## src/rtl/opm_pkg.sv

```systemverilog
package opm_pkg;
  localparam int IW      = 32;          // fetch word width
  localparam int HW      = 16;          // compressed instruction width
  localparam int ACT_W   = 3;           // action code width
  localparam int SIZE_W  = 2;           // compare-size code width
  localparam int CFG_AW  = 2;           // configuration address width
  localparam logic [HW-1:0] C_NOP_PAD = 16'h0001;

  localparam logic [CFG_AW-1:0] A_PAT  = 2'd0;
  localparam logic [CFG_AW-1:0] A_MASK = 2'd1;
  localparam logic [CFG_AW-1:0] A_CTRL = 2'd2;

  typedef enum logic [SIZE_W-1:0] {
    SZ_8  = 2'd0,
    SZ_16 = 2'd1,
    SZ_32 = 2'd2,
    SZ_48 = 2'd3
  } cmp_size_e;

  typedef struct packed {
    logic [IW-1:0]    pat;
    logic [IW-1:0]    mask;
    logic             en;
    cmp_size_e        size;
    logic [ACT_W-1:0] act;
  } trig_cfg_t;
endpackage

```

## src/rtl/opm_len_norm.sv

```systemverilog
module opm_len_norm
  import opm_pkg::*;
(
  input  logic [IW-1:0] word_i,
  output logic [IW-1:0] norm_o,
  output logic          is32_o
);
  always_comb begin
    is32_o = (word_i[1:0] == 2'b11);
    if (is32_o) begin
      norm_o = word_i;
    end else begin
      norm_o = {C_NOP_PAD, word_i[HW-1:0]};
    end
  end
endmodule

```

## src/rtl/opm_cfg_regs.sv

```systemverilog
module opm_cfg_regs
  import opm_pkg::*;
(
  input  logic              clk,
  input  logic              rst_n,
  input  logic              wr_en,
  input  logic [CFG_AW-1:0] wr_addr,
  input  logic [IW-1:0]     wr_data,
  output trig_cfg_t         cfg_o
);
  trig_cfg_t cfg_q;
  trig_cfg_t cfg_d;

  always_comb begin
    cfg_d = cfg_q;
    case (wr_addr)
      A_PAT:  cfg_d.pat  = wr_data;
      A_MASK: cfg_d.mask = wr_data;
      A_CTRL: begin
        cfg_d.en   = wr_data[0];
        cfg_d.size = cmp_size_e'(wr_data[SIZE_W:1]);
        cfg_d.act  = wr_data[SIZE_W+1 +: ACT_W];
      end
      default: cfg_d = cfg_q;
    endcase
  end

  always_ff @(posedge clk or negedge rst_n) begin
    if (!rst_n) begin
      cfg_q <= '0;
    end else if (wr_en) begin
      cfg_q <= cfg_d;
    end
  end

  assign cfg_o = cfg_q;

  // Settings move only on a write strobe
  assert_cfg_hold_R9: assert property (@(posedge clk) disable iff (!rst_n)
    !wr_en |=> $stable(cfg_q));
endmodule

```

## src/rtl/opm_match_core.sv

```systemverilog
module opm_match_core
  import opm_pkg::*;
#(
  parameter int NUM_ACT = 5
) (
  input  logic             clk,
  input  logic             rst_n,
  input  trig_cfg_t        cfg_i,
  input  logic             in_valid,
  input  logic [IW-1:0]    norm_i,
  input  logic             is32_i,
  output logic             hit_o,
  output logic [ACT_W-1:0] act_o
);
  localparam logic [ACT_W:0] ACT_LIM = (ACT_W+1)'(NUM_ACT);

  logic [IW-1:0]    width_mask;
  logic [IW-1:0]    care;
  logic             eq;
  logic             act_ok;
  logic             hit_d;
  logic [ACT_W-1:0] act_d;
  logic             hit_q;
  logic [ACT_W-1:0] act_q;

  always_comb begin
    case (cfg_i.size)
      SZ_8:    width_mask = {{(IW-8){1'b0}}, 8'hFF};
      SZ_16:   width_mask = {{(IW-HW){1'b0}}, {HW{1'b1}}};
      default: width_mask = '1;
    endcase
    if (cfg_i.pat[1:0] != 2'b11) begin
      width_mask[IW-1:HW] = '0;
    end
    care   = ~cfg_i.mask & width_mask;
    eq     = (((norm_i ^ cfg_i.pat) & care) == '0);
    act_ok = ({1'b0, cfg_i.act} < ACT_LIM);
    hit_d  = in_valid & cfg_i.en & act_ok & eq;
    act_d  = hit_d ? cfg_i.act : '0;
  end

  always_ff @(posedge clk or negedge rst_n) begin
    if (!rst_n) begin
      hit_q <= 1'b0;
      act_q <= '0;
    end else begin
      hit_q <= hit_d;
      act_q <= act_d;
    end
  end

  assign hit_o = hit_q;
  assign act_o = act_q;

  assert_hit_needs_valid_R6: assert property (@(posedge clk) disable iff (!rst_n)
    hit_q |-> $past(in_valid));
  assert_hit_needs_en_R7: assert property (@(posedge clk) disable iff (!rst_n)
    hit_q |-> $past(cfg_i.en));
  assert_act_defined_R8: assert property (@(posedge clk) disable iff (!rst_n)
    hit_q |-> ({1'b0, act_q} < ACT_LIM));
  assert_act_quiet_R8: assert property (@(posedge clk) disable iff (!rst_n)
    !hit_q |-> (act_q == '0));
  assert_cnop_fill_R2: assert property (@(posedge clk) disable iff (!rst_n)
    (in_valid && !is32_i) |-> (norm_i[IW-1:HW] == C_NOP_PAD));
  assert_short_pat_no_long_hit_R11: assert property (@(posedge clk) disable iff (!rst_n)
    (hit_d && cfg_i.pat[1:0] != 2'b11 && cfg_i.mask[1:0] == 2'b00) |-> !is32_i);
endmodule

```

## src/rtl/opm_trigger_top.sv

```systemverilog
module opm_trigger_top
  import opm_pkg::*;
#(
  parameter int NUM_TRIG = 2,
  parameter int NUM_ACT  = 5,
  parameter int SEL_W    = (NUM_TRIG > 1) ? $clog2(NUM_TRIG) : 1
) (
  input  logic                      clk,
  input  logic                      rst_n,
  input  logic                      cfg_we,
  input  logic [SEL_W-1:0]          cfg_sel,
  input  logic [CFG_AW-1:0]         cfg_addr,
  input  logic [IW-1:0]             cfg_wdata,
  input  logic                      ins_valid,
  input  logic [IW-1:0]             ins_word,
  output logic [NUM_TRIG-1:0]       trig_hit,
  output logic [NUM_TRIG*ACT_W-1:0] trig_act
);
  logic [IW-1:0] norm_word;
  logic          norm_is32;

  opm_len_norm u_norm (
    .word_i (ins_word),
    .norm_o (norm_word),
    .is32_o (norm_is32)
  );

  for (genvar g = 0; g < NUM_TRIG; g++) begin : g_slot
    trig_cfg_t cfg;
    logic      wr_en;

    assign wr_en = cfg_we && (cfg_sel == SEL_W'(g)) && (cfg_addr != 2'd3);

    opm_cfg_regs u_regs (
      .clk     (clk),
      .rst_n   (rst_n),
      .wr_en   (wr_en),
      .wr_addr (cfg_addr),
      .wr_data (cfg_wdata),
      .cfg_o   (cfg)
    );

    opm_match_core #(.NUM_ACT(NUM_ACT)) u_core (
      .clk      (clk),
      .rst_n    (rst_n),
      .cfg_i    (cfg),
      .in_valid (ins_valid),
      .norm_i   (norm_word),
      .is32_i   (norm_is32),
      .hit_o    (trig_hit[g]),
      .act_o    (trig_act[g*ACT_W +: ACT_W])
    );
  end
endmodule

```

## config.mk

```make
export PLATFORM = sky130hd
export DESIGN_NAME = opm_trigger_top
export DESIGN_NICKNAME = d
export VERILOG_FILES = /design/src/rtl/opm_pkg.sv /design/src/rtl/opm_len_norm.sv /design/src/rtl/opm_cfg_regs.sv /design/src/rtl/opm_match_core.sv /design/src/rtl/opm_trigger_top.sv
export SDC_FILE = /design/constraint.sdc
export NUM_CORES = 1
export LEC_CHECK = 0
export BUFFER_PORTS_ARGS = -buffer_cell sky130_fd_sc_hd__clkbuf_2
export CAP_MARGIN = 10
export CORE_UTILIZATION = 35
export CTS_CLUSTER_SIZE = 40
export DETAILED_ROUTE_END_ITERATION = 10
export SKIP_CTS_REPAIR_TIMING = 1
export SLEW_MARGIN = 20
export SYNTH_ARGS = -nofsm -noshare
export SYNTH_HDL_FRONTEND = slang
export SYNTH_SLANG_ARGS = --single-unit
export TNS_END_PERCENT = 1
```

## constraint.sdc

```tcl
create_clock -name clk -period 2.2 [get_ports clk]
set_clock_uncertainty 0.1 [all_clocks]
set_input_delay 0.44 -clock clk [delete_from_list [all_inputs] [get_ports clk]]
set_output_delay 0.44 -clock clk [all_outputs]
set_load 0.02 [all_outputs]
```

# == Word-level counts from Yosys, hierarchy flattened ==
# Cells that the tools add are included.
# word_totals
register_bits,148
latchBits,0
ram_bits,0
mem_bits_ro,0
input_bits,71
out_inout_bits,8
wordCells,61
memories,0
# classes
n_addsub,0
mul,0
div,0
magnitude_cmp,2
n_eq_ne,8
n_shift,0
n_mux,7
bitwise,15
reduce_logical,15
# op_table
cell,n
$and A32 B32 Y32,4
$pmux W32 S2,2
$logic_not A32 Y1,2
$not A32 Y32,2
$xor A32 B32 Y32,2
$mux W16,2
$mux W32,1
$reduce_and A2 Y1,6
$and A1 B1 Y1,6
$eq A2 B1 Y1 const B,3
$logic_not A2 Y1,3
$lt A3 B3 Y1 const B,2
$mux W3,2
$ne A2 B2 Y1 const B,3
$eq A2 B2 Y1 const B,2
$logic_and A1 B1 Y1,4
$not A1 Y1,1

# == Logic depth before layout (Yosys ltp) ==
# Gate-level depths: netlist (run 1).
# depth
word_depth,8
mapped_depth,8
mapped_depth_nobuf,6

# == Hierarchy ==
# Synthesis (run 1) repeated with hierarchy kept, for this count alone.
# hier_totals
cells_unflattened,473
hier_area_um2,6732.7
# by_module_without_submodules
mod,instances,cells_each,area_each_um2,seq_area_each_um2
opm_cfg_regs,2,149,2641.3,1751.7
opm_match_core,2,68,584.3,100.1
opm_len_norm,1,35,256.5,0.0
opm_trigger_top,1,4,25.0,0.0

# == Worst setup path before layout (run 1) ==
# No wires, ideal clock.
# synth_path
path_type,input port to flip-flop
start,input ins_word[1]
end,register g_slot[0].u_core.act_q[0]
setup_time_ns,0.088
arrival_time_ns,1.560
required_ns,2.012
setup_slack_ns,0.451
path_stages,8
n_path_buf,2
path_cell_list,buf_4 buf_6 nand3_4 xor2_2 o22ai_1 nor4_2 a21oi_1 nor3b_1
# synth_between
elab_chain_len,7
# synth_lines
element,line_no,source
"start, declared",opm_trigger_top.sv:15,"input logic [IW-1:0] ins_word,"
$eq A2 B2 Y1,opm_len_norm.sv:9,is32_o = (word_i[1:0] == 2'b11);
$mux W32 *,opm_len_norm.sv:10,if (is32_o) begin
$xor A32 B32 Y32 *,opm_match_core.sv:36,eq = (((norm_i ^ cfg_i.pat) & care) == '0);
$and A32 B32 Y32 *,opm_match_core.sv:36,
$logic_not A32 Y1 *,opm_match_core.sv:36,
$and A1 B1 Y1 *,opm_match_core.sv:38,hit_d = in_valid & cfg_i.en & act_ok & eq;
$mux W3 *,opm_match_core.sv:39,act_d = hit_d ? cfg_i.act : '0;
via g_slot[0].u_core.act_d[0],opm_match_core.sv:22,logic [ACT_W-1:0] act_d;
"end signal, assigned",opm_match_core.sv:48,act_q <= act_d;
"end, declared",opm_match_core.sv:24,logic [ACT_W-1:0] act_q;
# The timed path passes the listed nets; every way through them passes the cells marked *.
# A chain may end at the register's enable or synchronous reset.

# == Worst setup path after layout (run 1) ==
# layout_path
start,"register g_slot[0].u_regs.cfg_q, in the netlist g_slot[0].u_regs.cfg_o[53]"
end,register g_slot[0].u_core.act_q[0]
# layout_between
elab_chain_len,5
# layout_lines
element,line_no,source
"start, declared",opm_cfg_regs.sv:11,trig_cfg_t cfg_q;
"start signal, assigned",opm_cfg_regs.sv:32,cfg_q <= cfg_d;
$xor A32 B32 Y32,opm_match_core.sv:36,
$and A32 B32 Y32,opm_match_core.sv:36,
$logic_not A32 Y1,opm_match_core.sv:36,
$and A1 B1 Y1,opm_match_core.sv:38,
$mux W3,opm_match_core.sv:39,
via g_slot[0].u_core.act_d[0],opm_match_core.sv:22,
# The timed path passes the listed nets, and every way through them passes these cells.

==> results.txt, run 1 <==
status: complete, but fails checks
failing checks: design-rule violations
Final nets: 628
final number of max-transition violations: 0
Final Critical Period: 2.05 ns
Post-Syn Instances: 458
fmax: 0.488 GHz
first-pass GRT wire length: 24400 um
Met1 Wirelength: 7240 um
DRC Markers: 9
DP HPWL: 10500 um
worst hold path class: input pin to flop
core area: 18100 um2
Placement Cell Area: 7350 um2
highest metal used: met4
global placement routability congestion: 0.887
Layout fillers: 1652
CP required: 2.41 ns
total power: 8.50 mW
initial antenna violation count: 0
number of synthesized flops with an enable pin: 0
layout cells sized above 1: 0.480
top post-synthesis cells by area: dfrtp_1 (57%), mux2_2 (23%), xnor2_1 (4.5%), xor2_1 (3.7%), o22ai_1 (2.7%)
I/O Pins: 79
Seq/Total Area, Yosys: 0.566
RSZ-0062 raised after global routing: no
CTS sink cnt: 148
Synth Net Count: 529
clk slew on worst S/H paths: 0.06 ns
Finished Layout Cells: 798
CTS tree: done
asr flop ratio synth: 1.00
vias in the first global route: 4329
Die Ht: 139 um
Yosys reg bits: 148
crit-path max cell delay: 0.55 ns
Inst Count DP: 766
Finished Cell Area: 8080 um2
Hold WS: 0.190 ns
syn_area_per_cell: 14.3 um2
Site Rows: 49
antenna cells: 0
fin crit share: 0.931
routed vias/inst: 5.07
TritonRoute pass-1 iters: 10
worst path arrival time: 2.26 ns
Final ANT Viol Nets: 0
Synth Flop Type: dfrtp_1
Final setup viols: 0
metal2 WL: 7160 um
H-tree depth: 4
setup tns final: 0 ns
GRT Overall Usage: 0.166
vias post-DR: 4044
CP bufs+invs: 0
cell family with most CP delay: simple AND/OR/NAND/NOR gates
Num CTS Buffers: 17
synth-to-layout area growth: 23.4%
met3 routed WL: 576 um
Synth Cell Area: 6550 um2
Yosys top cell area share: 0.566
Synth area leader: dfrtp_1
die area: 19300 um2
largest net degree at the start of global routing: 41
synth unique cells: 28
CP Capture Type: flop
actual slew at the worst max-slew pin: 0.488 ns
Worst Path Max Fanout: 4
Power Density: 1050 nW/um2
root buffer cell: clkbuf_16
PortBufs: 78
startpoint types: flop
critical path cell sequence: xnor2_1 > o22ai_1 > or4_1 > o21ai_0 > nand3_1 > nor3b_1
DR WL/cell: 18.9 um
GRT overflow: 0
Syn. warnings: 0
Slowest-stage cell, CP: or4_1
Starting Density: 0.361
Fin. Hold Viols: 0
Crit Path Class: flop to flop
Detailed Route WL: 15100 um
1st-iter DRT viols: 156
clock tree buffer depth: 2
Max-cap violations: 0
Worst-Skew Late Latency: 0.42 ns
max_slew headroom: 0.673
Die Span X: 139 um
Leak: 3.45 nW
Peak VDD IR: 534 uV
final timing paths:
| check | from | end | slack (ns) | cells past startpoint |
|---|---|---|---|---|
| setup / recovery | g_slot[0].u_regs.cfg_o[53] | g_slot[0].u_core.act_o[0] | 0.15 | 6 |
| hold / removal | cfg_wdata[31] | g_slot[0].u_regs.cfg_o[69] | 0.19 | 2 |
| setup reg to reg | g_slot[0].u_regs.cfg_o[53] | g_slot[0].u_core.act_o[0] | 0.15 | 6 |
| hold reg to reg | g_slot[1].u_regs.cfg_o[18] | g_slot[1].u_regs.cfg_o[18] | 0.40 | 1 |
| max in group asynchronous | rst_n | g_slot[0].u_regs.cfg_o[63] | 0.96 | 3 |
| min in group asynchronous | rst_n | g_slot[1].u_core.act_o[1] | 0.40 | 2 |
cell usage in the layout, fill, tap and decap left out, types with 7 or more instances in the layout:
| cell | synthesis | layout |
|---|---|---|
| dfrtp_1 | 148 | 148 |
| o22ai_1 | 28 | 28 |
| mux2_2 | 133 | 133 |
| xor2_1 | 28 | 28 |
| nand3_1 | 14 | 13 |
| xnor2_1 | 34 | 34 |
| clkbuf_16 | 0 | 17 |
| clkbuf_2 | 0 | 77 |
| mux2_1 | 7 | 7 |
| buf_4 | 3 | 13 |
| bufinv_16 | 0 | 8 |
through the flow:
stage / setup slack, ns / utilization
floorplan: 0.451 / -
global placement: -0.161 / 0.405
detailed placement: -0.212 / 0.405
CTS: 0.0370 / 0.444
global route: 0.0475 / 0.445
finish: 0.152 / 0.445
synthesized netlist by cell type, types with 3 or more instances:
master     n
mux2_2   133
mux2_1     7
xor2_1    28
nor3_1     7
o22ai_1   28
nand3_1   14
nor2_1     6
buf_4      3
nand3_2    4
buf_2     12
dfrtp_1  148
nor3b_1    6
buf_6      3
xnor2_1   34
o21ai_0    4
flip-flops by register name (all words and copies together), names as in the netlist:
signal and cells:
g_slot.u_core.hit_o 2, g_slot.u_core.act_o 6, g_slot.u_regs.cfg_o 140
cell type report:
| type | count | area [um2] | area share |
|---|---|---|---|
| Tap cell | 229 | 287 | 0.0355 |
| Sequential cell | 148 | 3700 | 0.458 |
| Clock inverter | 9 | 248 | 0.0307 |
| Multi-Input combinational cell | 292 | 2760 | 0.341 |
| Clock buffer | 22 | 464 | 0.0574 |
| Timing Repair Buffer | 98 | 624 | 0.0773 |
layer usage:
| layer | global-route usage | vias up |
|---|---|---|
| met5 | 0 | - |
| met4 | 0.0439 | 0 |
| met3 | 0.0452 | 9 |
| met2 | 0.262 | 75 |
| met1 | 0.224 | 2109 |
| li1 | - | 1851 |
worst register-to-register path, delay by kind of cell, from the launching register on:
| family | cells | cell delay, ns |
|---|---|---|
| DFF | 1 | 0.39 |
| AOI/OAI and AO/OA | 2 | 0.25 |
| xor gates and xnor gates | 1 | 0.16 |
| and+or+nand+nor | 3 | 1.06 |
where the power goes:
group | internal [mW] | total [mW] | switching [mW]
logic | 0.793 | 1.36 | 0.568
registers | 3.30 | 3.66 | 0.360
clock network | 2.41 | 3.49 | 1.07
kinds of logic (layout without fill, tap and decap cells):
group | after synthesis | count (layout) | synth area share
flip-flops | 148 | 148 | 0.566
multiplexers | 140 | 140 | 0.241
XOR/XNOR | 64 | 64 | 0.0879
AND/OR/NAND/NOR | 52 | 52 | 0.0539
AO/OA/AOI/OAI | 36 | 36 | 0.0340
buffers and inverters | 18 | 129 | 0.0178
Note: power is estimated with default switching activity, not from simulation.
==> inputs of run 2 (changes only) <==
--- a/config.mk
+++ b/config.mk
@@ -10,6 +10,7 @@
 export CORE_UTILIZATION = 35
 export CTS_CLUSTER_SIZE = 40
 export DETAILED_ROUTE_END_ITERATION = 10
+export SETUP_SLACK_MARGIN = 0.2
 export SKIP_CTS_REPAIR_TIMING = 1
 export SLEW_MARGIN = 20
 export SYNTH_ARGS = -nofsm -noshare
==> run 2 against run 1 <==
Net effect: the run still ends with design-rule violations left; cell count unchanged; utilization increased by 0.28 points; cell area increased by 0.62%; non-clock buffer count stayed put; clock power is essentially flat; die area unchanged; power increased by 0.19%.
==> results.txt, run 2 (synthesized netlist as in run 1, its figures left out) <==
status: complete, but fails checks
failing checks: design-rule violations
cell family with most CP delay: simple AND/OR/NAND/NOR gates
max_slew headroom: 0.668 (-0.00488)
Slowest-stage cell, CP: or4_1
initial antenna violation count: 0 (unchanged)
root buffer cell: clkbuf_16
startpoint types: flop
Worst-Skew Late Latency: 0.42 ns (about the same)
Crit Path Class: flop to flop
Starting Density: 0.361 (unchanged)
PortBufs: 78 (unchanged)
WP depth: 6 (unchanged)
Final Critical Period: 1.96 ns (-0.0915 ns)
TritonRoute pass-1 iters: 10 (unchanged)
most frequent cells in the layout: dfrtp_1 (148), mux2_2 (133), clkbuf_2 (77)
DR WL/cell: 18.9 um (-0.32%)
Power Density: 1050 nW/um2 (-0.43%)
core area: 18100 um2 (unchanged)
final number of max-transition violations: 0 (unchanged)
Worst Path Max Fanout: 4 (unchanged)
I/O Pins: 79 (unchanged)
Die Ht: 139 um (unchanged)
Final setup viols: 0 (unchanged)
Die Span X: 139 um (unchanged)
CTS sink cnt: 148 (unchanged)
RSZ-0062 raised after global routing: yes
total power: 8.52 mW (+0.19%)
DP HPWL: 10500 um (unchanged)
crit-path max cell delay: 0.55 ns (about the same)
CP Capture Type: flop
commonest non-fill, non-tap cell in the layout: dfrtp_1
GRT Overall Usage: 0.166 (unchanged)
clock tree buffer depth: 2 (unchanged)
Site Rows: 49 (unchanged)
H-tree depth: 4 (unchanged)
first-pass GRT wire length: 24400 um (unchanged)
1st-iter DRT viols: 149 (-4.5%)
Peak VDD IR: 536 uV (+0.36%)
Final ANT Viol Nets: 0 (unchanged)
Leak: 3.46 nW (+0.38%)
die area: 19300 um2 (unchanged)
DRC Markers: 9 (unchanged)
vias post-DR: 4042 (-0.049%)
critical path cell sequence: xnor2_1 > o22ai_1 > or4_1 > o21ai_0 > nand3_2 > nor3b_1
synth-to-layout area growth: 24.2%
antenna cells: 0 (unchanged)
largest net degree at the start of global routing: 41 (unchanged)
worst path arrival time: 2.17 ns (-0.09 ns)
Register-to-Register Path Depth: 6 (unchanged)
GRT overflow: 0 (unchanged)
max FFs per register: 140 (unchanged)
Num CTS Buffers: 17 (unchanged)
routed vias/inst: 5.07 (about the same)
CP required: 2.42 ns (about the same)
worst hold path class: input pin to flop
Final nets: 628 (unchanged)
CP bufs+invs: 0 (unchanged)
global placement routability congestion: 0.887 (unchanged)
Max-cap violations: 0 (unchanged)
fin crit share: 0.889 (-0.0416)
clk slew on worst S/H paths: 0.06 ns (about the same)
Fin. Hold Viols: 0 (unchanged)
Detailed Route WL: 15000 um (-0.32%)
layout cells sized above 1: 0.494 (+0.0141)
Hold Path Depth: 2 (unchanged)
Hold WS: 0.189 ns (-0.000630 ns)
CTS tree: done
actual slew at the worst max-slew pin: 0.496 ns (+0.00728 ns)
vias in the first global route: 4329 (unchanged)
fmax: 0.511 GHz (+4.7%)
-- run 2: cell counts in the layout (fill, tap and decap cells not counted) --
Identical to the previous run, type by type.
-- run 2: metrics by stage --
step,setup slack (ns),util,instance area (um2),TNS [ns],cells
4_1_cts,0.0370,0.444,8060,0,797
2_1_floorplan,0.451,-,6550,0,458
3_5_place_dp,-0.212,0.405,7350,-0.822,766
3_3_place_gp,-0.161,0.405,7350,-0.547,766
5_1_grt,0.151,0.448,8130,0,798
6_report,0.244,0.448,8130,0,798
-- run 2: power breakdown --
group	switching, mW	leakage [nW]	total, mW	internal, mW
combinational	0.581	1.33	1.38	0.803
clock	1.07	0.341	3.48	2.41
sequential	0.363	1.79	3.66	3.30
-- run 2: worst paths after layout --
check                                      startpoint                    endpoint  slack [ns]
hold / removal                          cfg_wdata[31]  g_slot[0].u_regs.cfg_o[69]        0.19
min in group asynchronous                       rst_n   g_slot[1].u_core.act_o[1]        0.40
max in group asynchronous                       rst_n  g_slot[0].u_regs.cfg_o[63]        0.96
setup reg to reg           g_slot[0].u_regs.cfg_o[53]   g_slot[0].u_core.act_o[1]        0.24
setup / recovery           g_slot[0].u_regs.cfg_o[53]   g_slot[0].u_core.act_o[1]        0.24
hold reg to reg            g_slot[1].u_regs.cfg_o[37]  g_slot[1].u_regs.cfg_o[37]        0.40
-- run 2: layout make-up --
cell class                      count  area (um2)
Fill cell                        1647       10000
Sequential cell                   148        3700
Timing Repair Buffer               98         624
Multi-Input combinational cell    292        2810
Clock inverter                      9         248
Tap cell                          229         287
Clock buffer                       22         464
-- run 2: layer usage --
layer | part of all wire | up-vias | wire length (um) | track usage
met5 | 0 | - | 0 | 0
met4 | 0.0076 | 0 | 115 | 0.0439
met3 | 0.039 | 9 | 590 | 0.0452
met2 | 0.48 | 80 | 7230 | 0.262
met1 | 0.47 | 2110 | 7110 | 0.224
li1 | - | 1843 | - | -
